===== src/rtl/txfifo_irq_pkg.sv =====
package txfifo_irq_pkg;

  typedef enum logic [1:0] {
    ADDR_CTRL = 2'd0,
    ADDR_DATA = 2'd1,
    ADDR_STAT = 2'd2,
    ADDR_RSVD = 2'd3
  } regAddr_e;

  // strobes from control to datapath
  typedef struct packed {
    logic push;
    logic pop;
    logic flush;
  } fifoStrb_t;

  localparam int CTRL_XFER     = 0;
  localparam int CTRL_EIE      = 1;
  localparam int CTRL_UIE      = 2;
  localparam int CTRL_DMA      = 3;
  localparam int CTRL_THR_LSB  = 4;
  localparam int CTRL_DLVL_LSB = 12;

  localparam int STAT_EMPTY = 8;
  localparam int STAT_UNDER = 9;
  localparam int STAT_OVER  = 10;
  localparam int STAT_FLUSH = 11;

endpackage


===== src/rtl/txfifo_irq_dpath.sv =====
module txfifo_irq_dpath
  import txfifo_irq_pkg::*;
#(
  parameter int DEPTH = 32,
  parameter int WIDTH = 32,
  localparam int PTR_W = $clog2(DEPTH),
  localparam int LVL_W = PTR_W + 1
) (
  input  logic             clk,
  input  logic             rstN,
  input  fifoStrb_t        strb,
  input  logic [WIDTH-1:0] wrData,
  output logic [WIDTH-1:0] rdData,
  output logic [LVL_W-1:0] level
);

  logic [WIDTH-1:0] mem [DEPTH];
  logic [PTR_W-1:0] wrPtr, rdPtr;

  always_ff @(posedge clk) begin
    if (strb.push && !strb.flush) mem[wrPtr] <= wrData;
  end

  always_ff @(posedge clk or negedge rstN) begin
    if (!rstN) begin
      wrPtr <= '0;
      rdPtr <= '0;
      level <= '0;
    end else if (strb.flush) begin
      wrPtr <= '0;
      rdPtr <= '0;
      level <= '0;
    end else begin
      if (strb.push) wrPtr <= wrPtr + 1'b1;
      if (strb.pop)  rdPtr <= rdPtr + 1'b1;
      case ({strb.push, strb.pop})
        2'b10:   level <= level + 1'b1;
        2'b01:   level <= level - 1'b1;
        default: level <= level;
      endcase
    end
  end

  assign rdData = mem[rdPtr];

endmodule


===== src/rtl/txfifo_irq_ctrl.sv =====
module txfifo_irq_ctrl
  import txfifo_irq_pkg::*;
#(
  parameter int DEPTH        = 32,
  parameter int FLUSH_CYCLES = 2,
  parameter int THR_RESET    = DEPTH / 2,
  localparam int PTR_W = $clog2(DEPTH),
  localparam int LVL_W = PTR_W + 1,
  localparam int THR_W = PTR_W,
  localparam int CNT_W = $clog2(FLUSH_CYCLES + 1)
) (
  input  logic             clk,
  input  logic             rstN,
  input  logic             regWr,
  input  logic [1:0]       regAddr,
  input  logic [31:0]      regWdata,
  output logic [31:0]      regRdata,
  input  logic [LVL_W-1:0] level,
  input  logic             sampleReady,
  output logic             sampleValid,
  output fifoStrb_t        strb,
  output logic             txIrq,
  output logic             dmaReq
);

  logic             xferEn, emptyIe, underIe, dmaEn;
  logic [THR_W-1:0] emptyThr, dmaLvl;
  logic             underFlag, overFlag;
  logic [CNT_W-1:0] flushCnt;
  logic             busy, full, empty;
  logic             ctrlWr, dataWr, statWr;
  logic             underHit, overHit, emptyStat;
  logic             unusedWdata;

  assign unusedWdata = ^regWdata;

  assign ctrlWr = regWr && (regAddr == ADDR_CTRL);
  assign dataWr = regWr && (regAddr == ADDR_DATA);
  assign statWr = regWr && (regAddr == ADDR_STAT);

  assign busy  = (flushCnt != '0);
  assign full  = (level == LVL_W'(DEPTH));
  assign empty = (level == '0);

  assign sampleValid = xferEn && !empty && !busy;
  assign underHit    = sampleReady && xferEn && empty && !busy;
  assign overHit     = dataWr && !busy && full;
  assign emptyStat   = emptyIe && (level <= {1'b0, emptyThr});

  always_comb begin
    strb.push  = dataWr && !busy && !full;
    strb.pop   = sampleValid && sampleReady;
    strb.flush = statWr && regWdata[STAT_FLUSH];
  end

  assign txIrq  = emptyStat || (underIe && underFlag);
  assign dmaReq = dmaEn && (level <= {1'b0, dmaLvl});

  always_ff @(posedge clk or negedge rstN) begin
    if (!rstN) begin
      xferEn    <= 1'b0;
      emptyIe   <= 1'b0;
      underIe   <= 1'b0;
      dmaEn     <= 1'b0;
      emptyThr  <= THR_W'(THR_RESET);
      dmaLvl    <= '0;
      underFlag <= 1'b0;
      overFlag  <= 1'b0;
      flushCnt  <= '0;
    end else begin
      if (ctrlWr) begin
        xferEn   <= regWdata[CTRL_XFER];
        emptyIe  <= regWdata[CTRL_EIE];
        underIe  <= regWdata[CTRL_UIE];
        dmaEn    <= regWdata[CTRL_DMA];
        emptyThr <= regWdata[CTRL_THR_LSB +: THR_W];
        dmaLvl   <= regWdata[CTRL_DLVL_LSB +: THR_W];
      end
      if (underHit)                             underFlag <= 1'b1;
      else if (statWr && regWdata[STAT_UNDER]) underFlag <= 1'b0;
      if (overHit)                              overFlag <= 1'b1;
      else if (statWr && regWdata[STAT_OVER])  overFlag <= 1'b0;
      if (strb.flush)  flushCnt <= CNT_W'(FLUSH_CYCLES);
      else if (busy)   flushCnt <= flushCnt - 1'b1;
    end
  end

  always_comb begin
    regRdata = '0;
    case (regAddr)
      ADDR_CTRL: begin
        regRdata[CTRL_XFER]                = xferEn;
        regRdata[CTRL_EIE]                 = emptyIe;
        regRdata[CTRL_UIE]                 = underIe;
        regRdata[CTRL_DMA]                 = dmaEn;
        regRdata[CTRL_THR_LSB +: THR_W]    = emptyThr;
        regRdata[CTRL_DLVL_LSB +: THR_W]   = dmaLvl;
      end
      ADDR_STAT: begin
        regRdata[LVL_W-1:0] = level;
        regRdata[STAT_EMPTY] = emptyStat;
        regRdata[STAT_UNDER] = underFlag;
        regRdata[STAT_OVER]  = overFlag;
        regRdata[STAT_FLUSH] = busy;
      end
      default: regRdata = '0;
    endcase
  end

endmodule


===== src/rtl/txfifo_irq.sv =====
module txfifo_irq
  import txfifo_irq_pkg::*;
#(
  parameter int DEPTH        = 32,
  parameter int WIDTH        = 32,
  parameter int FLUSH_CYCLES = 2,
  localparam int LVL_W = $clog2(DEPTH) + 1
) (
  input  logic             clk,
  input  logic             rstN,
  input  logic             regWr,
  input  logic [1:0]       regAddr,
  input  logic [31:0]      regWdata,
  output logic [31:0]      regRdata,
  output logic [WIDTH-1:0] sampleData,
  output logic             sampleValid,
  input  logic             sampleReady,
  output logic             txIrq,
  output logic             dmaReq
);

  fifoStrb_t        strb;
  logic [LVL_W-1:0] level;

  txfifo_irq_ctrl #(
    .DEPTH(DEPTH),
    .FLUSH_CYCLES(FLUSH_CYCLES)
  ) uCtrl (
    .clk(clk),
    .rstN(rstN),
    .regWr(regWr),
    .regAddr(regAddr),
    .regWdata(regWdata),
    .regRdata(regRdata),
    .level(level),
    .sampleReady(sampleReady),
    .sampleValid(sampleValid),
    .strb(strb),
    .txIrq(txIrq),
    .dmaReq(dmaReq)
  );

  txfifo_irq_dpath #(
    .DEPTH(DEPTH),
    .WIDTH(WIDTH)
  ) uDpath (
    .clk(clk),
    .rstN(rstN),
    .strb(strb),
    .wrData(regWdata[WIDTH-1:0]),
    .rdData(sampleData),
    .level(level)
  );

endmodule


===== config.mk =====
export PLATFORM = sky130hd
export DESIGN_NAME = txfifo_irq
export DESIGN_NICKNAME = d
export VERILOG_FILES = /design/src/rtl/txfifo_irq_pkg.sv /design/src/rtl/txfifo_irq_dpath.sv /design/src/rtl/txfifo_irq_ctrl.sv /design/src/rtl/txfifo_irq.sv
export SDC_FILE = /design/constraint.sdc
export NUM_CORES = 1
export LEC_CHECK = 0
export BUFFER_PORTS_ARGS = -buffer_cell sky130_fd_sc_hd__buf_2
export CAP_MARGIN = 25
export CORE_UTILIZATION = 40
export CTS_CLUSTER_DIAMETER = 40
export CTS_CLUSTER_SIZE = 24
export DETAILED_ROUTE_END_ITERATION = 8
export PLACE_DENSITY = 0.6
export SLEW_MARGIN = 20
export SYNTH_ARGS = -nofsm -noshare
export SYNTH_HDL_FRONTEND = slang
export SYNTH_HIERARCHICAL = 1
export SYNTH_SLANG_ARGS = --single-unit

===== constraint.sdc =====
create_clock -name clk -period 4.05 [get_ports clk]
set_input_delay 0.2025 -clock clk [delete_from_list [all_inputs] [get_ports clk]]
set_output_delay 0.2025 -clock clk [all_outputs]
set_load 0.005 [all_outputs]

==> qor.csv <==
metric,value,unit
status,finished clean,
syn2layout_area_growth,16.4,%
drive_gt1_frac,0.280,
die_area,0.105,mm^2
synth-simple-area-share,0.0230,
fin_nets,2287,
synth_xor_area_frac,0.00275,
critical_path_class,reg -> out,
first_global_vias,21400,
overflow,0,
fin_crit_sh,0.937,
reg2reg_setup_slack,790,ps
syn_area,0.0414,mm^2
leakagePower,15.2,nW
wl,102,mm
hold_class,in -> reg,
cp_max_fo,22,
holdWs,50.4,ps
power.density,588,mW/mm^2
cts_inserted_buffers,118,
wire_per_inst,27.6,um
dieHeight,324,um
cts_htree_levels,3,
via_per_inst,5.64,
stdcell_area,0.0482,mm^2
min_path_cells,1,
cp-start-kind,register,
peakVddDrop,0.339,mV
routed.top_layer,met5,
hold_violations,0,
r2r_end,uDpath/mem[2][26]$_DFFE_PP_,
hold_end,uDpath/mem[11][18]$_DFFE_PP_,
clock_path_buffers,3,
fin_skew,26.9,ps
ys_ff_latch,1058,
drv_cap,0,
row_count,117,
crit_arrival,3590,ps
m1WireLength,43.1,mm
ys_seq_area_frac,0.763,
place_area,0.0442,mm^2
yosys.area_share.adder,0.00574,
syn_inst,2025,
final_util,0.472,
grt_usage,0.198,
syn_avg_cell_area,20.5,um^2
grt_max_degree,59,
routed-via-count,20900,
gp_congestion,0.817,
setup_viol,0,
yosysWarnings,6,
worstHoldStart,regWdata[18],
r2r_start,uCtrl/flushCnt[0]$_DFFE_PN0P_,
slew_viol_final,0,
worstRegToRegCells,10,
fmax,0.264,GHz
required,3850,ps
antenna_found_initial,6,
io_pins,105,
place_hpwl,60.4,mm
synth_edf_count,1024,
synthArstFlopShare,0.0321,
tns,0,ps
synthMuxAreaShare,0.151,
synth_flop_cell,edfxtp_1,
cts-root-buf,clkbuf_16,
portBuffers,89,
cts.clk_slew.worst_paths,60,ps
firstDrtPassIters,5,
grt_pass1_wl,149,mm
die_w,324,um
rsz0062_at_grt,no,
postRouteAntennaNets,0,
slew_headroom,0.382,
met2_length,50.0,mm
worst_pin_slew,928,ps
core,0.102,mm^2
ys_types,55,
start_util,0.406,
dr_wl_met3,7.31,mm
synth-compound-area-share,0.0339,
drcViolationCount,0,
synth_top_family_by_area,multiplexers,
min_period,3790,ps
drtIter0Drc,2115,
cts_tree,yes,
clk_latency,690,ps
cts_sinks,1058,
cts_setup_buffers,0,
power,0.0284,W
end_kind,primary output,
synthesized netlist by cell type (all sizes together) (3+ instances only):
library cell     n  share of area
edfxtp        1024           0.74
mux4           193           0.10
mux2i          185          0.045
nor2           132          0.012
buf             87          0.015
clkbuf          42         0.0038
a211oi          36         0.0065
dfrtp           33          0.020
o22ai           32         0.0048
o221ai          31         0.0066
nand2           27         0.0024
a21oi           24         0.0029
a2111oi         23         0.0058
ha              19         0.0057
o21ai           18         0.0022
inv             16         0.0014
a22oi           15         0.0027
nor3            11         0.0013
nand3           10         0.0012
nor2b            8         0.0012
xor2             8         0.0017
nand3b           6         0.0011
and2             5        0.00075
mux2             5         0.0015
xnor2            5         0.0011
nand4            4        0.00060
and3             3        0.00045
sequential cells by signal, indices dropped and copies added (netlist names):
signal           cells
uDpath/wrPtr         5
uCtrl/flushCnt       2
uCtrl/emptyThr       5
uCtrl/emptyIe        1
uDpath/mem        1024
uCtrl/underIe        1
uCtrl/dmaEn          1
uCtrl/xferEn         1
uCtrl/overFlag       1
uDpath/rdPtr         5
uCtrl/dmaLvl         5
uDpath/level         6
uCtrl/underFlag      1
per-layer routing:
metal / vias to the layer above / track usage
met5: - / 0
met2: 824 / 0.321
met4: 2 / 0.0476
li1: 8764 / -
met1: 11100 / 0.280
met3: 146 / 0.0325
cell type report:
class	instances	area [um^2]
antenna	2	5.00
clock buffer	129	3040
clock inverter	92	948
fill	8446	54000
inverter	16	60.1
multi-input combinational	836	9280
sequential	1058	31600
tap	1368	1710
timing repair buffer	200	1570
what timing repair did:
| action | 4_1_cts | 5_1_grt |
|---|---|---|
| endpoints found under the hold margin | 35 | 0 |
| hold buffers | 5 | 0 |
| resized for setup | 0 | 1 |
| setup endpoints to repair | 0 | 1 |
worst max path at each step:
stage / end / cells past startpoint / start
after floorplan: uDpath/mem[29][0]$_DFFE_PP_ / 10 / uCtrl/flushCnt[0]$_DFFE_PN0P_
after global placement: sampleData[29] / 9 / uDpath/rdPtr[0]$_DFFE_PN0P_
final: sampleData[29] / 8 / uDpath/rdPtr[0]$_DFFE_PN0P_
after global routing: sampleData[25] / 8 / uDpath/rdPtr[0]$_DFFE_PN0P_
after CTS: sampleData[29] / 9 / uDpath/rdPtr[0]$_DFFE_PN0P_
after detailed placement: uDpath/mem[2][21]$_DFFE_PP_ / 10 / uCtrl/flushCnt[0]$_DFFE_PN0P_
metrics by stage:
step,instances,setup WS (ps)
4_1_cts,3699,92.2
3_5_place_dp,3473,820
6_report,3701,256
3_3_place_gp,3473,858
5_1_grt,3700,81.7
2_1_floorplan,2039,514
critical path, stage by stage (launching register included):
cell	delay, ps
dfrtp_4	630
buf_12	250
buf_4	180
nand3_1	610
o22ai_1	230
a2111oi_1	570
buf_4	220
a21oi_1	40
buf_2	130
kinds of logic (layout without fill, tap and decap cells):
group	after synthesis	after routing
mux	383	383
other cells	1	17
compound gates	191	191
simple gates	215	215
fa+ha+maj	19	19
buf+inv	145	437
xor+xnor	13	13
flops	1058	1058
power breakdown:
part | switching (W) | internal [W]
Sequential | 0.000286 | 0.0121
Combinational | 0.00277 | 0.00245
Clock | 0.00459 | 0.00613
Total | 0.00765 | 0.0207
cell usage in the layout, fill, tap and decap left out, drive strengths merged, types with 3 or more instances in the layout:
| cell | synthesis | layout |
|---|---|---|
| xnor2 | 5 | 5 |
| mux2 | 5 | 5 |
| mux2i | 185 | 185 |
| a211oi | 36 | 36 |
| conb | 1 | 15 |
| a22oi | 15 | 15 |
| nand2 | 27 | 27 |
| a21oi | 24 | 24 |
| o22ai | 32 | 32 |
| and2 | 5 | 5 |
| o221ai | 31 | 31 |
| nor2 | 132 | 132 |
| nor2b | 8 | 8 |
| clkinvlp | 0 | 16 |
| edfxtp | 1024 | 1024 |
| xor2 | 8 | 8 |
| a2111oi | 23 | 23 |
| dfrtp | 33 | 33 |
| nand3 | 10 | 10 |
| and3 | 3 | 3 |
| inv | 16 | 51 |
| clkinv | 0 | 32 |
| clkbuf | 42 | 129 |
| ha | 19 | 19 |
| nand4 | 4 | 4 |
| bufinv | 0 | 9 |
| buf | 87 | 195 |
| mux4 | 193 | 193 |
| nand3b | 6 | 6 |
| o21ai | 18 | 18 |
| dlygate4sd3 | 0 | 5 |
| nor3 | 11 | 11 |
Power figures use the tool's default switching activity.
